$ cat src/rtl/drift_learn_pkg.sv
package drift_learn_pkg;
  typedef enum logic [1:0] {
    ST_IDLE  = 2'd0,
    ST_DRIFT = 2'd1,
    ST_LOAD  = 2'd2,
    ST_MEAN  = 2'd3
  } dl_state_t;
endpackage

$ cat src/rtl/seq_sdiv.sv
// Bit-serial restoring divider: signed numerator, unsigned denominator,
// quotient truncated toward zero, one quotient bit per cycle.
module seq_sdiv #(
  parameter int N_W = 48,
  parameter int D_W = 32,
  parameter int Q_W = 48
) (
  input  logic                  clk,
  input  logic                  rst_n,
  input  logic                  start,
  input  logic                  abort,
  input  logic signed [N_W-1:0] num,
  input  logic        [D_W-1:0] den,
  output logic signed [Q_W-1:0] quo,
  output logic                  done
);
  localparam int CW = $clog2(N_W + 1);

  logic [N_W-1:0] acc;
  logic [D_W-1:0] rem;
  logic [D_W-1:0] den_r;
  logic           neg;
  logic           run;
  logic [CW-1:0]  cnt;

  logic [D_W:0]   rem_sh;
  logic           ge;
  logic [D_W:0]   rem_nx;
  logic [N_W-1:0] acc_nx;
  logic [N_W-1:0] res_full;

  always_comb begin
    rem_sh   = {rem, acc[N_W-1]};
    ge       = (rem_sh >= {1'b0, den_r});
    rem_nx   = ge ? (rem_sh - {1'b0, den_r}) : rem_sh;
    acc_nx   = {acc[N_W-2:0], ge};
    res_full = neg ? (~acc_nx + 1'b1) : acc_nx;
  end

  always_ff @(posedge clk or negedge rst_n) begin
    if (!rst_n) begin
      acc   <= '0;
      rem   <= '0;
      den_r <= '0;
      neg   <= 1'b0;
      run   <= 1'b0;
      cnt   <= '0;
      quo   <= '0;
      done  <= 1'b0;
    end else if (abort) begin
      run  <= 1'b0;
      done <= 1'b0;
    end else if (start) begin
      acc   <= num[N_W-1] ? (~num + 1'b1) : num;
      rem   <= '0;
      den_r <= den;
      neg   <= num[N_W-1];
      run   <= 1'b1;
      cnt   <= CW'(N_W);
      done  <= 1'b0;
    end else if (run) begin
      acc <= acc_nx;
      rem <= rem_nx[D_W-1:0];
      cnt <= cnt - 1'b1;
      if (cnt == CW'(1)) begin
        run  <= 1'b0;
        done <= 1'b1;
        quo  <= Q_W'(signed'(res_full));
      end else begin
        done <= 1'b0;
      end
    end else begin
      done <= 1'b0;
    end
  end
endmodule

$ cat src/rtl/drift_hist.sv
// Circular history of drift samples with a running sum and fill count.
module drift_hist #(
  parameter int DEPTH   = 8,
  parameter int DRIFT_W = 24,
  parameter int SUM_W   = DRIFT_W + $clog2(DEPTH) + 1,
  parameter int CNT_W   = $clog2(DEPTH + 1)
) (
  input  logic                      clk,
  input  logic                      rst_n,
  input  logic                      clr,
  input  logic                      wr,
  input  logic signed [DRIFT_W-1:0] wdata,
  output logic signed [SUM_W-1:0]   sum,
  output logic        [CNT_W-1:0]   cnt
);
  localparam int PTR_W = (DEPTH > 1) ? $clog2(DEPTH) : 1;
  localparam bit POW2  = ((DEPTH & (DEPTH - 1)) == 0);

  logic signed [DRIFT_W-1:0] mem [DEPTH];
  logic [PTR_W-1:0]          ptr;
  logic [PTR_W-1:0]          ptr_nx;
  logic                      full;
  logic signed [SUM_W-1:0]   sum_nx;

  generate
    if (POW2) begin : g_wrap_nat
      assign ptr_nx = ptr + 1'b1;
    end else begin : g_wrap_cmp
      assign ptr_nx = (ptr == PTR_W'(DEPTH - 1)) ? '0 : ptr + 1'b1;
    end
  endgenerate

  assign full = (cnt == CNT_W'(DEPTH));

  always_comb begin
    sum_nx = sum + SUM_W'(wdata);
    if (full) sum_nx = sum_nx - SUM_W'(mem[ptr]);
  end

  always_ff @(posedge clk or negedge rst_n) begin
    if (!rst_n) begin
      for (int i = 0; i < DEPTH; i++) mem[i] <= '0;
      ptr <= '0;
      sum <= '0;
      cnt <= '0;
    end else if (clr) begin
      ptr <= '0;
      sum <= '0;
      cnt <= '0;
    end else if (wr) begin
      mem[ptr] <= wdata;
      ptr      <= ptr_nx;
      sum      <= sum_nx;
      if (!full) cnt <= cnt + 1'b1;
    end
  end
endmodule

$ cat src/rtl/drift_learn_avg.sv
module drift_learn_avg #(
  parameter int          ERR_W   = 16,
  parameter int          ELAP_W  = 32,
  parameter int          DRIFT_W = 24,
  parameter int          DEPTH   = 8,
  parameter int unsigned SCALE   = 32'd1024000000
) (
  input  logic                      clk,
  input  logic                      rst_n,
  input  logic                      sample_vld,
  input  logic signed [ERR_W-1:0]   tick_err,
  input  logic        [ELAP_W-1:0]  tick_elapsed,
  input  logic                      clear,
  output logic                      busy,
  output logic signed [DRIFT_W-1:0] est,
  output logic                      est_vld,
  output logic                      zero_err
);
  import drift_learn_pkg::*;

  localparam int NUM_W = ERR_W + 32;
  localparam int SUM_W = DRIFT_W + $clog2(DEPTH) + 1;
  localparam int CNT_W = $clog2(DEPTH + 1);
  localparam logic signed [NUM_W-1:0] D_MAX = NUM_W'((64'sd1 <<< (DRIFT_W - 1)) - 64'sd1);
  localparam logic signed [NUM_W-1:0] D_MIN = -D_MAX - NUM_W'(1);

  function automatic logic signed [NUM_W-1:0] scale_err(input logic signed [ERR_W-1:0] e);
    logic signed [NUM_W-1:0] ex;
    logic signed [NUM_W-1:0] k;
    ex = NUM_W'(e);
    k  = NUM_W'(SCALE);
    return ex * k;
  endfunction

  function automatic logic signed [DRIFT_W-1:0] clamp_drift(input logic signed [NUM_W-1:0] q);
    if (q > D_MAX) return DRIFT_W'(D_MAX);
    if (q < D_MIN) return DRIFT_W'(D_MIN);
    return q[DRIFT_W-1:0];
  endfunction

  dl_state_t state;

  // named internal events
  logic sample_accept;
  logic sample_drop;
  logic hist_wr;
  logic mean_start;
  logic mean_done;

  logic signed [NUM_W-1:0]   drift_q;
  logic                      drift_done;
  logic signed [DRIFT_W-1:0] mean_q;
  logic                      mean_div_done;
  logic signed [SUM_W-1:0]   hist_sum;
  logic        [CNT_W-1:0]   hist_cnt;

  assign sample_accept = (state == ST_IDLE) && sample_vld && !clear && (tick_elapsed != '0);
  assign sample_drop   = (state == ST_IDLE) && sample_vld && !clear && (tick_elapsed == '0);
  assign hist_wr       = (state == ST_DRIFT) && drift_done && !clear;
  assign mean_start    = (state == ST_LOAD) && !clear;
  assign mean_done     = (state == ST_MEAN) && mean_div_done && !clear;
  assign busy          = (state != ST_IDLE);

  seq_sdiv #(.N_W(NUM_W), .D_W(ELAP_W), .Q_W(NUM_W)) drift_div_i (
    .clk   (clk),
    .rst_n (rst_n),
    .start (sample_accept),
    .abort (clear),
    .num   (scale_err(tick_err)),
    .den   (tick_elapsed),
    .quo   (drift_q),
    .done  (drift_done)
  );

  drift_hist #(.DEPTH(DEPTH), .DRIFT_W(DRIFT_W), .SUM_W(SUM_W), .CNT_W(CNT_W)) hist_i (
    .clk   (clk),
    .rst_n (rst_n),
    .clr   (clear),
    .wr    (hist_wr),
    .wdata (clamp_drift(drift_q)),
    .sum   (hist_sum),
    .cnt   (hist_cnt)
  );

  seq_sdiv #(.N_W(SUM_W), .D_W(CNT_W), .Q_W(DRIFT_W)) mean_div_i (
    .clk   (clk),
    .rst_n (rst_n),
    .start (mean_start),
    .abort (clear),
    .num   (hist_sum),
    .den   (hist_cnt),
    .quo   (mean_q),
    .done  (mean_div_done)
  );

  always_ff @(posedge clk or negedge rst_n) begin
    if (!rst_n) begin
      state <= ST_IDLE;
    end else if (clear) begin
      state <= ST_IDLE;
    end else begin
      unique case (state)
        ST_IDLE:  if (sample_accept) state <= ST_DRIFT;
        ST_DRIFT: if (drift_done)    state <= ST_LOAD;
        ST_LOAD:                     state <= ST_MEAN;
        ST_MEAN:  if (mean_div_done) state <= ST_IDLE;
        default:                     state <= ST_IDLE;
      endcase
    end
  end

  always_ff @(posedge clk or negedge rst_n) begin
    if (!rst_n) begin
      est     <= '0;
      est_vld <= 1'b0;
    end else if (clear) begin
      est     <= '0;
      est_vld <= 1'b0;
    end else if (mean_done) begin
      est     <= mean_q;
      est_vld <= 1'b1;
    end
  end

  always_ff @(posedge clk or negedge rst_n) begin
    if (!rst_n)           zero_err <= 1'b0;
    else if (sample_drop) zero_err <= 1'b1;
  end
endmodule

$ cat config.mk
export PLATFORM = sky130hd
export DESIGN_NAME = drift_learn_avg
export DESIGN_NICKNAME = d
export VERILOG_FILES = /design/src/rtl/drift_learn_pkg.sv /design/src/rtl/seq_sdiv.sv /design/src/rtl/drift_hist.sv /design/src/rtl/drift_learn_avg.sv
export SDC_FILE = /design/constraint.sdc
export NUM_CORES = 2
export LEC_CHECK = 0
export BUFFER_PORTS_ARGS = -buffer_cell sky130_fd_sc_hd__buf_2
export CAP_MARGIN = 0
export CORE_AREA = 2 2 273 275
export CTS_BUF_LIST = sky130_fd_sc_hd__clkbuf_16
export CTS_CLUSTER_SIZE = 14
export DETAILED_ROUTE_END_ITERATION = 10
export DIE_AREA = 0 0 275 277
export GPL_TIMING_DRIVEN = 1
export PLACE_DENSITY = 0.73
export SETUP_SLACK_MARGIN = 0.2
export SLEW_MARGIN = 5
export SYNTH_ARGS = -nofsm -noshare
export SYNTH_HDL_FRONTEND = slang
export SYNTH_SLANG_ARGS = --single-unit
$ cat constraint.sdc
create_clock -name clk -period 6.6 [get_ports clk]
set_input_delay 1.32 -clock clk [delete_from_list [all_inputs] [get_ports clk]]
set_output_delay 1.32 -clock clk [all_outputs]
set_load 0.05 [all_outputs]
* Word-level counts from Yosys, hierarchy flattened
Cells that the tools add are included.
** Operators by class
- Add/sub/neg operators :: 12
- $mul :: 1
- Div/mod/pow operators :: 0
- Magnitude comparators :: 6
- Equal/unequal tests :: 10
- Shifts and indexed selects :: 0
- Multiplexer cells :: 64
- Bitwise gates (word level) :: 8
- Reductions and logical operators :: 28
** Operator list (count)
- 24-bit two-way mux :: 10
- 192-bit bitwise mux :: 1
- 48-bit two-way mux :: 4
- 28-bit two-way mux :: 6
- 48-bit by 1-bit adder with 48-bit output, second input constant :: 2
- 32-bit two-way mux :: 3
- 48-bit inverter :: 2
- 24-bit binary-select mux with 3-bit select :: 1
- 24-bit demux with 3-bit select :: 1
- 48-bit by 24-bit greater-than comparator with 1-bit output, second input constant :: 1
- 48-bit by 24-bit less-than comparator with 1-bit output, second input constant :: 1
- 33-bit by 32-bit >= comparator with 1-bit output :: 1
- 32-bit logical NOT :: 1
- 32-bit nonzero test :: 1
- 32-bit subtractor :: 1
- 16-bit by 15-bit multiplier with 31-bit output, second input constant :: 1
- 28-bit by 1-bit adder with 28-bit output, second input constant :: 1
- 28-bit by 24-bit adder with 28-bit output :: 1
- 28-bit inverter :: 1
- 28-bit by 24-bit subtractor with 28-bit output :: 1
- 24-bit by 1-bit adder with 24-bit output, second input constant :: 1
- 4-bit two-way mux :: 6
- 24-bit inverter :: 1
- 1-bit two-way mux :: 21
- other kinds (29) :: 59
** Storage, ports and cells
- Register bits after elaboration :: 492
- Bits in latches :: 0
- RAM bits :: 0
- ROM bits :: 0
- Bits of input ports :: 52
- Output and inout port bits :: 27
- Word-level logic and storage cells :: 160
- Memories :: 0

* Longest topological paths before layout
- Depth in word-level cells :: 10
- Gate-level depth with buffers :: 30
- Depth with buffers taken out :: 29

* Cells and area by module
A second synthesis with hierarchy kept.
** Unflattened totals
- Cells, all modules :: 3542
- Area total of the unflattened synthesis :: 33793.7 um^2
** By module, submodules not included
- drift_hist :: times used 1, cells an instance 1212, area each 13185.1 um^2, seq. area each 5680.4 um^2
- seq_sdiv at drift_div_i :: times used 1, cells an instance 1213, area each 10553.9 um^2, seq. area each 4229.1 um^2
- drift_learn_avg :: times used 1, cells an instance 635, area each 5940.7 um^2, seq. area each 700.7 um^2
- seq_sdiv at mean_div_i :: times used 1, cells an instance 482, area each 4113.9 um^2, seq. area each 1701.6 um^2

* Worst setup path after synthesis
OpenSTA, ideal clock, no wires.
- Kind :: input to register
- Start :: in tick_err[1]
- End :: reg drift_div_i.acc[44]
- Setup time :: 0.137 ns
- Data arrival time :: 6.673 ns
- Data required time :: 6.463 ns
- Path slack :: -0.210 ns
- Stages :: 20
- Path buffers :: 0
- Path through :: inv_1 > ha_1 > inv_1 > fa_1 > fa_1 > inv_1 > fa_1 > fa_1 > ha_1 > ha_1 > nand3_1 > o21bai_1 > or4_1 > and3_1 > xor2_2 > o2111ai_1 > nor4_1 > a31oi_1 > xnor2_1 > a21oi_1
** Between the ends
- Word-level cells in the longest chain between the ends :: 5
** Ends and longest elaborated chain
- from (decl) :: RTL line drift_learn_avg.sv:11 : input logic signed [ERR_W-1:0] tick_err,
- 16-bit by 15-bit multiplier with 31-bit output (*) :: RTL line drift_learn_avg.sv:32 : return ex * k;
- 48-bit inverter :: RTL line seq_sdiv.sv:54 : acc <= num[N_W-1] ? (~num + 1'b1) : num;
- 48-bit by 1-bit adder with 48-bit output :: RTL line seq_sdiv.sv:54
- 48-bit two-way mux (*) :: RTL line seq_sdiv.sv:54
- 48-bit two-way mux (*) :: RTL line seq_sdiv.sv:53 : end else if (start) begin
- to (signal assigned) :: RTL line seq_sdiv.sv:54
- to (signal assigned) :: RTL line seq_sdiv.sv:62 : acc <= acc_nx;
- to (decl) :: RTL line seq_sdiv.sv:19 : logic [N_W-1:0] acc;
Every way passes the cells marked *; elsewhere a longest branch is shown, timed or not.
A chain may end at the register's enable or synchronous reset.

* Worst setup path in the final report
- Start :: reg drift_div_i.quo[38]
- End :: reg hist_i.sum[27]
** Between the ends
- Word-level cells in the longest chain between the ends :: 10
- Elaborated cells between the ends (all ways) :: 13
- Those cells by class :: 2 x add/sub; 2 x order compare; 9 x mux
** Ends and longest elaborated chain
- from (decl) :: RTL line seq_sdiv.sv:14 : output logic signed [Q_W-1:0] quo,
- from (signal assigned) :: RTL line seq_sdiv.sv:68 : quo <= Q_W'(signed'(res_full));
- 48-bit by 24-bit less-than comparator with 1-bit output :: RTL line drift_learn_avg.sv:37 : if (q < D_MIN) return DRIFT_W'(D_MIN);
- 1-bit two-way mux (2 in series) :: RTL line drift_learn_avg.sv:37
- 24-bit two-way mux :: RTL line drift_learn_avg.sv:38 : return q[DRIFT_W-1:0];
- 24-bit two-way mux (*) :: RTL line drift_learn_avg.sv:37
- via hist_i.wdata[4] :: RTL line drift_hist.sv:12 : input logic signed [DRIFT_W-1:0] wdata,
- 28-bit by 24-bit adder with 28-bit output (*) :: RTL line drift_hist.sv:36 : sum_nx = sum + SUM_W'(wdata);
- 28-bit by 24-bit subtractor with 28-bit output :: RTL line drift_hist.sv:37 : if (full) sum_nx = sum_nx - SUM_W'(mem[ptr]);
- 28-bit two-way mux (*) :: RTL line drift_hist.sv:37
- 28-bit two-way mux (*) :: RTL line drift_hist.sv:50 : end else if (wr) begin
- 28-bit two-way mux (*) :: RTL line drift_hist.sv:46 : end else if (clr) begin
- to (signal assigned) :: RTL line drift_hist.sv:53 : sum <= sum_nx;
- to (decl) :: RTL line drift_hist.sv:13 : output logic signed [SUM_W-1:0] sum,
Mark *: on every way through the listed nets, which the timed path passes. The rest lies on a longest branch. The select of a mux whose other input is x is not followed.

==> metrics <==
TritonCTS Sinks=492; worst-path fanout max=6; Worst-path clk slew=0.07 ns; 1st-iter DRT viols=1897; clk_lat worst skew=0.61 ns; Worst R2R Path Depth=26; R2R Path Start=drift_div_i.quo[38]$_DFFE_PN0P_; antenna diode count=0; dpl hpwl=55600 um; outcome=finished clean; syn_area_per_cell=9.13 um^2; worst min path class=register to register; layout cells sized above 1=13.0%; Root Buffer Master=clkbuf_16; total CTS buffers=50; die area=0.0762 mm^2; Cells after Synth=3573; count of cell types in the netlist=83; final setup fails=0; worst reg-to-reg setup slack=0.35 ns; CTS hold repair buffers=0; final period demand of the worst path=6.25 ns; ys flop type=dfrtp_1; Synth Register Bits=492; Yosys Warn Count=0; drc violations=0; core area=0.0736 mm^2; Sequential Area=0.0123 mm^2; Nets=4020; GRT overflow=0; CTS tree=yes; Yosys top cell area share=37.7%; Area Overhead vs Synth=12.7%; Final ANT Viol Nets=0; Hold Path Stages=1; register area share after synthesis=37.7%; DR vias=26400; vias in the first global route=25700; Routed WL=79900 um; first-pass GRT wire length=132000 um; leading area contributor after synthesis=dfrtp_1; ranking of synthesized cells by area=dfrtp_1, ha_1, nand2_1; Util after Layout=50.0%; most used cell, CP=o31ai_4; crit path DAT=6.73 ns; max-slew violations=0; worst path bufs/invs=3; Mapped Area=0.0326 mm^2; port bufs=78; Worst Skew=0.0337 ns; overall power=20.5 mW; final-report hold violation count=0; GRT Overall Usage=20.8%; maximum vdd ir drop=0.419 mV; family with the most delay on the worst path=simple AND/OR/NAND/NOR gates; vias per std cell=5.67; CP max stage cell=or4_4; power per cell area=557 mW/mm^2; Multi-input gate area=0.0192 mm^2; worst hold endpoint=zero_err$_DFFE_PN0P_; startpoint types=register; asr flop ratio synth=100%; Leakage=16.9 nW; Die Width=275 um; CTS Buffer Depth=3; Reg-to-Reg End=hist_i.sum[27]$_DFFE_PN0P_; max cap viols=0; DR pass1 iterations=6; Tcrit/Tclk final=94.6%; CP peak stage delay=0.58 ns; num ports=79; unrepaired setup endpoints after global routing=true; filler instances=6742; Setup CP Type=register to register; syn_nets=3932; worst-margin pin slew=1.10 ns; initial antenna violation count=0; setup_tns=0 ns; worst path required time=7.09 ns; Fmax=160 MHz; H-tree levels=2; EDFF count, synth=0; die height=277 um; pin count of the biggest net entering global routing=136; Worst Min Path Start=zero_err$_DFFE_PN0P_; Max-slew headroom=26.6%; Placer Congestion=0.902; crit path capture type=register; wire per inst=17.1 um; cell row count=100; Starting Density=44.3%
[report_power, final]
group | total [mW] | internal, mW | switching [mW]
clock network | 2.78 | 1.54 | 1.25
registers | 3.84 | 3.43 | 0.407
logic | 13.9 | 5.92 | 7.94
total | 20.5 | 10.9 | 9.59
[cells in the mapped netlist, types with 20 or more instances]
library cell	count
ha_1	233
mux4_2	48
xor2_1	121
o21ai_0	316
nand2_1	480
mux2i_1	35
a211oi_1	28
o21a_1	25
o41ai_1	20
fa_1	74
and3_1	22
a22o_1	25
xnor2_1	96
a21oi_1	285
or3_1	20
buf_1	28
nand3_1	53
nand4_1	28
inv_1	230
o211ai_1	24
clkbuf_1	156
dfrtp_1	492
o31ai_1	39
a31oi_1	43
a21o_1	41
nor2_1	249
nor4_1	29
nor3_1	52
[layer usage]
| layer | GRT usage (%) | vias to the layer above | part of all wire (%) |
|---|---|---|---|
| met2 | 34.9 | 583 | 49 |
| met4 | 5.03 | 0 | 2.0 |
| met1 | 28.8 | 13000 | 45 |
| met5 | 0 | - | 0 |
| li1 | - | 12800 | - |
| met3 | 2.15 | 97 | 4.1 |
[placed cells by master, fill, tap and decap left out, types with 41 or more instances in the layout]
cell type / count
a21o_1: 41
a21oi_1: 267
a31oi_1: 41
buf_2: 77
buf_4: 147
clkbuf_16: 50
dfrtp_1: 490
fa_1: 73
ha_1: 223
inv_1: 241
mux4_2: 48
nand2_1: 478
nand3_1: 49
nor2_1: 244
nor3_1: 49
o21ai_0: 312
xnor2_1: 95
xor2_1: 120
[per-stage QoR]
step / worst slack [ns] / hold WS [ns] / cell area [um^2] / cells
after global placement: -0.160 / 0.446 / 34700 / 4560
after CTS: 0.221 / 0.467 / 36300 / 4649
after global routing: 0.132 / 0.476 / 36800 / 4666
after floorplan: 0.165 / 0.445 / 32800 / 3573
final: 0.355 / 0.463 / 36800 / 4666
after detailed placement: -0.247 / 0.453 / 34700 / 4560
[cell families after synthesis]
logic type	synth area share (%)
and+or+nand+nor	14.2
AOI/OAI and AO/OA	18.9
DFF	37.7
buffers and inverters	4.96
adders and majority gates	13.5
xor gates and xnor gates	5.88
muxes	4.87
[worst max-delay path by stage]
stage                                    start                              end  slack, ns  cells past startpoint
6_report       drift_div_i.quo[38]$_DFFE_PN0P_       hist_i.sum[27]$_DFFE_PN0P_       0.35                     26
5_1_grt        drift_div_i.quo[34]$_DFFE_PN0P_       hist_i.sum[27]$_DFFE_PN0P_       0.13                     28
4_1_cts        drift_div_i.quo[38]$_DFFE_PN0P_       hist_i.sum[27]$_DFFE_PN0P_       0.22                     28
3_5_place_dp                       tick_err[2]  drift_div_i.acc[41]$_DFFE_PN0P_      -0.25                     21
3_3_place_gp                       tick_err[7]  drift_div_i.acc[45]$_DFFE_PN0P_      -0.16                     23
2_1_floorplan                      tick_err[1]  drift_div_i.acc[44]$_DFFE_PN0P_       0.17                     20
[state kept, by name, summed over array words and instances (netlist names), 28 cells and up]
signal and flops:
drift_div_i.den_r 32, hist_i.sum 28, drift_div_i.rem 32, drift_div_i.quo 48, hist_i.mem 192, mean_div_i.acc 28, drift_div_i.acc 48
[timing repair]
action / 4_1_cts / 5_1_grt
setup buffers: 1 / 16
gates resized for setup: 9 / 58
gates cloned: 0 / 1
pin swaps: 2 / 21
endpoints found under the setup margin: 3 / 21
[cell type report]
| class | instances | share of cell area (%) |
|---|---|---|
| clock buffer | 50 | 3.40 |
| clock inverter | 38 | 0.848 |
| inverter | 230 | 2.35 |
| multi-input combinational | 2657 | 52.3 |
| sequential | 492 | 33.5 |
| tap | 969 | 3.30 |
| timing repair buffer | 230 | 4.34 |
Power figures use the tool's default switching activity.
